[config.mk]
export PLATFORM = sky130hd
export DESIGN_NAME = trig_arith_unit
export DESIGN_NICKNAME = d
export VERILOG_FILES = /design/src/rtl/trig_arith_pkg.sv /design/src/rtl/trig_delay_line.sv /design/src/rtl/trig_arith_ctrl.sv /design/src/rtl/trig_arith_dpath.sv /design/src/rtl/trig_arith_unit.sv
export SDC_FILE = /design/constraint.sdc
export NUM_CORES = 1
export LEC_CHECK = 0
export BUFFER_PORTS_ARGS = -buffer_cell sky130_fd_sc_hd__buf_2
export CAP_MARGIN = 20
export CORE_ASPECT_RATIO = 2
export CORE_MARGIN = 2
export CORE_UTILIZATION = 36
export DETAILED_ROUTE_END_ITERATION = 8
export GPL_TIMING_DRIVEN = 0
export SLEW_MARGIN = 20
export SYNTH_ARGS = -nofsm -noshare
export SYNTH_HDL_FRONTEND = slang
export SYNTH_HIERARCHICAL = 1
export SYNTH_SLANG_ARGS = --single-unit
[constraint.sdc]
create_clock -name clk -period 5.63 [get_ports clk]
set_input_delay 0.563 -clock clk [delete_from_list [all_inputs] [get_ports clk]]
set_output_delay 0.563 -clock clk [all_outputs]
set_load 0.1 [all_outputs]
[src/rtl/trig_arith_pkg.sv]
package trig_arith_pkg;

  typedef enum logic [1:0] {
    OP_ADD  = 2'd0,
    OP_SUB  = 2'd1,
    OP_PAIR = 2'd2,
    OP_NONE = 2'd3
  } fuOp_e;

  typedef enum logic [1:0] {
    SRC_KEEP = 2'd0,
    SRC_ADD  = 2'd1,
    SRC_PAIR = 2'd2,
    SRC_SUB  = 2'd3
  } res0Src_e;

  typedef struct packed {
    logic     loadOpnd;
    res0Src_e res0Src;
    logic     res1Load;
  } fuStrobe_t;

endpackage

[src/rtl/trig_delay_line.sv]
module trig_delay_line #(
  parameter int WIDTH = 1,
  parameter int DEPTH = 1
) (
  input  logic             clk,
  input  logic             rstN,
  input  logic [WIDTH-1:0] din,
  output logic [WIDTH-1:0] dout
);

  logic [DEPTH-1:0][WIDTH-1:0] stage;

  always_ff @(posedge clk or negedge rstN) begin
    if (!rstN) begin
      stage <= '0;
    end else begin
      stage[0] <= din;
      for (int i = 1; i < DEPTH; i++) begin
        stage[i] <= stage[i-1];
      end
    end
  end

  assign dout = stage[DEPTH-1];

endmodule

[src/rtl/trig_arith_ctrl.sv]
module trig_arith_ctrl
  import trig_arith_pkg::*;
#(
  parameter int PAIR_LAT = 2,
  parameter int SUB_LAT  = 3
) (
  input  logic       clk,
  input  logic       rstN,
  input  logic       opWrEn,
  input  logic       trigWrEn,
  input  logic [1:0] opcode,
  output fuStrobe_t  strobe
);

  localparam int PAIR_D    = PAIR_LAT - 1;
  localparam int SUB_D     = SUB_LAT - 1;
  // shorter latency completing means a younger trigger
  localparam bit PAIR_WINS = PAIR_LAT < SUB_LAT;

  logic startAdd;
  logic startPair;
  logic startSub;
  logic pairDone;
  logic subDone;

  always_comb begin
    startAdd  = trigWrEn && (opcode == OP_ADD);
    startPair = trigWrEn && (opcode == OP_PAIR);
    startSub  = trigWrEn && (opcode == OP_SUB);
  end

  trig_delay_line #(.WIDTH(1), .DEPTH(PAIR_D)) u_pairVld (
    .clk  (clk),
    .rstN (rstN),
    .din  (startPair),
    .dout (pairDone)
  );

  trig_delay_line #(.WIDTH(1), .DEPTH(SUB_D)) u_subVld (
    .clk  (clk),
    .rstN (rstN),
    .din  (startSub),
    .dout (subDone)
  );

  always_comb begin
    strobe.loadOpnd = opWrEn;
    strobe.res1Load = pairDone;
    if (startAdd) begin
      strobe.res0Src = SRC_ADD;
    end else if (PAIR_WINS && pairDone) begin
      strobe.res0Src = SRC_PAIR;
    end else if (subDone) begin
      strobe.res0Src = SRC_SUB;
    end else if (pairDone) begin
      strobe.res0Src = SRC_PAIR;
    end else begin
      strobe.res0Src = SRC_KEEP;
    end
  end

endmodule

[src/rtl/trig_arith_dpath.sv]
module trig_arith_dpath
  import trig_arith_pkg::*;
#(
  parameter int DATA_W   = 8,
  parameter int PAIR_LAT = 2,
  parameter int SUB_LAT  = 3
) (
  input  logic              clk,
  input  logic              rstN,
  input  fuStrobe_t         strobe,
  input  logic [DATA_W-1:0] opData,
  input  logic [DATA_W-1:0] trigData,
  output logic [DATA_W-1:0] res0,
  output logic [DATA_W-1:0] res1
);

  localparam int PAIR_D = PAIR_LAT - 1;
  localparam int SUB_D  = SUB_LAT - 1;
  localparam int PAIR_W = 2 * DATA_W;

  logic [DATA_W-1:0] opnd1;
  logic [DATA_W-1:0] sumNow;
  logic [DATA_W-1:0] diffNow;
  logic [PAIR_W-1:0] pairOut;
  logic [DATA_W-1:0] subOut;

  always_ff @(posedge clk or negedge rstN) begin
    if (!rstN) begin
      opnd1 <= '0;
    end else if (strobe.loadOpnd) begin
      opnd1 <= opData;
    end
  end

  always_comb begin
    sumNow  = opnd1 + trigData;
    diffNow = opnd1 - trigData;
  end

  trig_delay_line #(.WIDTH(PAIR_W), .DEPTH(PAIR_D)) u_pairData (
    .clk  (clk),
    .rstN (rstN),
    .din  ({diffNow, sumNow}),
    .dout (pairOut)
  );

  trig_delay_line #(.WIDTH(DATA_W), .DEPTH(SUB_D)) u_subData (
    .clk  (clk),
    .rstN (rstN),
    .din  (diffNow),
    .dout (subOut)
  );

  always_ff @(posedge clk or negedge rstN) begin
    if (!rstN) begin
      res0 <= '0;
    end else begin
      case (strobe.res0Src)
        SRC_ADD:  res0 <= sumNow;
        SRC_PAIR: res0 <= pairOut[PAIR_W-1:DATA_W];
        SRC_SUB:  res0 <= subOut;
        default:  res0 <= res0;
      endcase
    end
  end

  always_ff @(posedge clk or negedge rstN) begin
    if (!rstN) begin
      res1 <= '0;
    end else if (strobe.res1Load) begin
      res1 <= pairOut[DATA_W-1:0];
    end
  end

endmodule

[src/rtl/trig_arith_unit.sv]
module trig_arith_unit
  import trig_arith_pkg::*;
#(
  parameter int DATA_W   = 8,
  parameter int PAIR_LAT = 2,
  parameter int SUB_LAT  = 3
) (
  input  logic              clk,
  input  logic              rstN,
  input  logic              opWrEn,
  input  logic [DATA_W-1:0] opData,
  input  logic              trigWrEn,
  input  logic [DATA_W-1:0] trigData,
  input  logic [1:0]        opcode,
  output logic [DATA_W-1:0] res0,
  output logic [DATA_W-1:0] res1
);

  fuStrobe_t strobe;

  trig_arith_ctrl #(.PAIR_LAT(PAIR_LAT), .SUB_LAT(SUB_LAT)) u_ctrl (
    .clk      (clk),
    .rstN     (rstN),
    .opWrEn   (opWrEn),
    .trigWrEn (trigWrEn),
    .opcode   (opcode),
    .strobe   (strobe)
  );

  trig_arith_dpath #(.DATA_W(DATA_W), .PAIR_LAT(PAIR_LAT), .SUB_LAT(SUB_LAT)) u_dpath (
    .clk      (clk),
    .rstN     (rstN),
    .strobe   (strobe),
    .opData   (opData),
    .trigData (trigData),
    .res0     (res0),
    .res1     (res1)
  );

endmodule

==> flow_summary.ini <==
[timing]
hold_viol = 0
max_freq_mhz = 432
finalCritPeriodShare_pct = 41.1
relSlewSlack_pct = 52.4
setup_viol_count_final = 0
worstMarginPinSlew_ps = 714
skew_ps = 3.24
setup_slack_ps = 3320
post-route-min-period_ps = 2310
whs_ps = 292
setup-tns-final_ps = 0
rsz0062_at_grt = no
slew_viol_final = 0

[final_layout]
antenna_cells = 0
final_cell_mix = 59 x dfrtp_1, 36 x buf_2, 17 x inv_1
synthToLayoutAreaGrowth_pct = 21.3
nNetsFinal = 269
final_common_cell = dfrtp_1
drive_above_1_share_pct = 38.4

[clock_tree]
h-tree-depth = 3
clk_pin_slew_ps = 50
cts.sinks = 59
cts_buffers = 9
postCtsSetupRepairBufs = 0
root_buffer = clkbuf_16
tritoncts = done
clk_path_buf_depth = 2
cts_hold_buf = 0
clock_latency_ps = 320
cts_resized = 0

[critical_path]
crit_arrival_ps = 2500
cp_max_fo = 7
critPathLaunchType = flip-flop
critical_path_class = flip-flop to flip-flop
end_kind = flip-flop
required_ps = 5820

[floorplanning]
die_area_sq_um = 7920
fp.dieH_um = 124
core_area_sq_um = 6940
num_rows = 43
io_pins = 38
die_w_um = 63.9
initial_core_util_pct = 37.3

[synthesis]
synthCells = 184
syn_nets = 222
synth_top_area_share_pct = 57.1
ys.flop_type = dfrtp_1
synth_area_sq_um = 2590
synth_seq_cells = 59
synth_seq_area_share_pct = 57.1
syn_area_per_cell_sq_um = 14.1
synth_edf_count = 0
synth_area_leaders = dfrtp_1 57%, mux4_2 7.0%, ha_1 6.8%, mux2_2 6.1%, xnor2_1 3.0%
yosys_warnings = 6
yosys.area.top_type = dfrtp_1
synthArstFlopShare_pct = 100
yosys.cell_types.count = 35

[drt]
dr_total_vias = 1486
wirelength_um = 4200
drt_drc_violations_left = 0
firstDrtPassIters = 4
first_iter_violations = 38
post_drt_wl_per_cell_um = 13.0
vias_per_cell = 4.61
ant_nets = 0

[job]
maxCapViolations = 0

[global_route]
grt_pass1_wl_um = 7130
antenna_found_initial = 0
gr-total-overflow = 0
grt.total_usage_pct = 12.7
grt_pass1_vias = 1589
grt_max_degree = 60

[power_and_ir_drop]
power_density_nw_per_um2 = 538
vdd_drop_max_mv = 0.173
p_leak_nw = 1.48

[place]
pre_cts_ws_ps = 3000
dp_hpwl_um = 3230
portBuffers = 36
gp_congestion = 0.706

[run_status]
status = completed

[worst_hold_path]
worst_hold_path_type = input port to async pin
[final cells by class]
class / count / area [sq um]
inverter: 17 / 63.8
multi-input combinational: 91 / 926
tap: 90 / 113
buffer: 17 / 120
timing repair buffer: 36 / 183
fill: 628 / 3800
clock buffer: 12 / 256
sequential: 59 / 1480
[state kept, by name, summed over array words and instances (netlist names)]
name / cells
u_ctrl/u_subVld/dout: 1
u_ctrl/u_pairVld/dout: 1
u_dpath/u_subData/stage: 8
u_dpath/res0: 8
u_ctrl/u_subVld/stage: 1
u_dpath/u_subData/dout: 8
u_dpath/u_pairData/dout: 16
u_dpath/res1: 8
u_dpath/opnd1: 8
[critical path, stage by stage (launching register included)]
cell and delay (ps):
dfrtp_1 390, ha_1 430, or3b_1 370, a311oi_1 270
a21oi_1 100, xor2_1 180, mux4_2 450
[cells in the mapped netlist, types with 4 or more instances]
cell	number
nand2_1	4
xor2_1	4
dfrtp_1	59
buf_4	10
clkbuf_1	4
mux4_2	8
ha_1	14
nor2_1	4
inv_1	17
xnor2_1	9
a21oi_1	8
mux2_2	14
[per-layer routing]
metal	vias up	GRT usage, %	routed length, um
met4	0	8.97	146
met3	11	4.70	182
li1	698	-	-
met1	744	11.3	1450
met2	33	22.8	2420
met5	-	0	0
[power by group]
| part | internal [mW] | leakage, nW | switching, mW |
|---|---|---|---|
| registers | 0.544 | 0.695 | 0.0432 |
| logic | 0.158 | 0.656 | 0.472 |
| clock network | 0.310 | 0.126 | 0.160 |
[kinds of logic (layout without fill, tap and decap cells)]
| family | after synthesis | after routing | synth area share, % |
|---|---|---|---|
| xor+xnor | 13 | 13 | 4.40 |
| compound gates | 21 | 21 | 5.18 |
| fa+ha+maj | 16 | 16 | 8.32 |
| buf+inv | 34 | 82 | 7.11 |
| flops | 59 | 59 | 57.1 |
| mux | 22 | 22 | 13.1 |
| simple gates | 19 | 19 | 4.84 |
[path summary, 6_finish.rpt]
kind                                       startpoint                        end  slack, ps  depth (start not counted)
setup / recovery                     u_dpath/opnd1[3]            u_dpath/res0[7]       3320                          6
hold / removal                                   rstN           u_dpath/opnd1[0]        290                          1
hold reg to reg            u_dpath/u_subData/stage[4]  u_dpath/u_subData/dout[4]        350                          0
min in group clk           u_dpath/u_subData/stage[4]  u_dpath/u_subData/dout[4]        350                          0
max in group asynchronous                        rstN           u_dpath/opnd1[6]       4860                          1
setup reg to reg                     u_dpath/opnd1[3]            u_dpath/res0[7]       3320                          6
[metrics by stage]
stage / utilization (%) / instances / power, mW / cell area (sq um)
global route: 45.2 / 322 / 1.77 / 3140
CTS: 45.2 / 322 / 1.71 / 3140
global placement: 41.5 / 310 / 1.22 / 2880
floorplan: - / 184 / 1.12 / 2590
detailed placement: 41.5 / 310 / 1.23 / 2880
finish: 45.2 / 322 / 1.69 / 3140
Note: power is estimated with default switching activity, not from simulation.
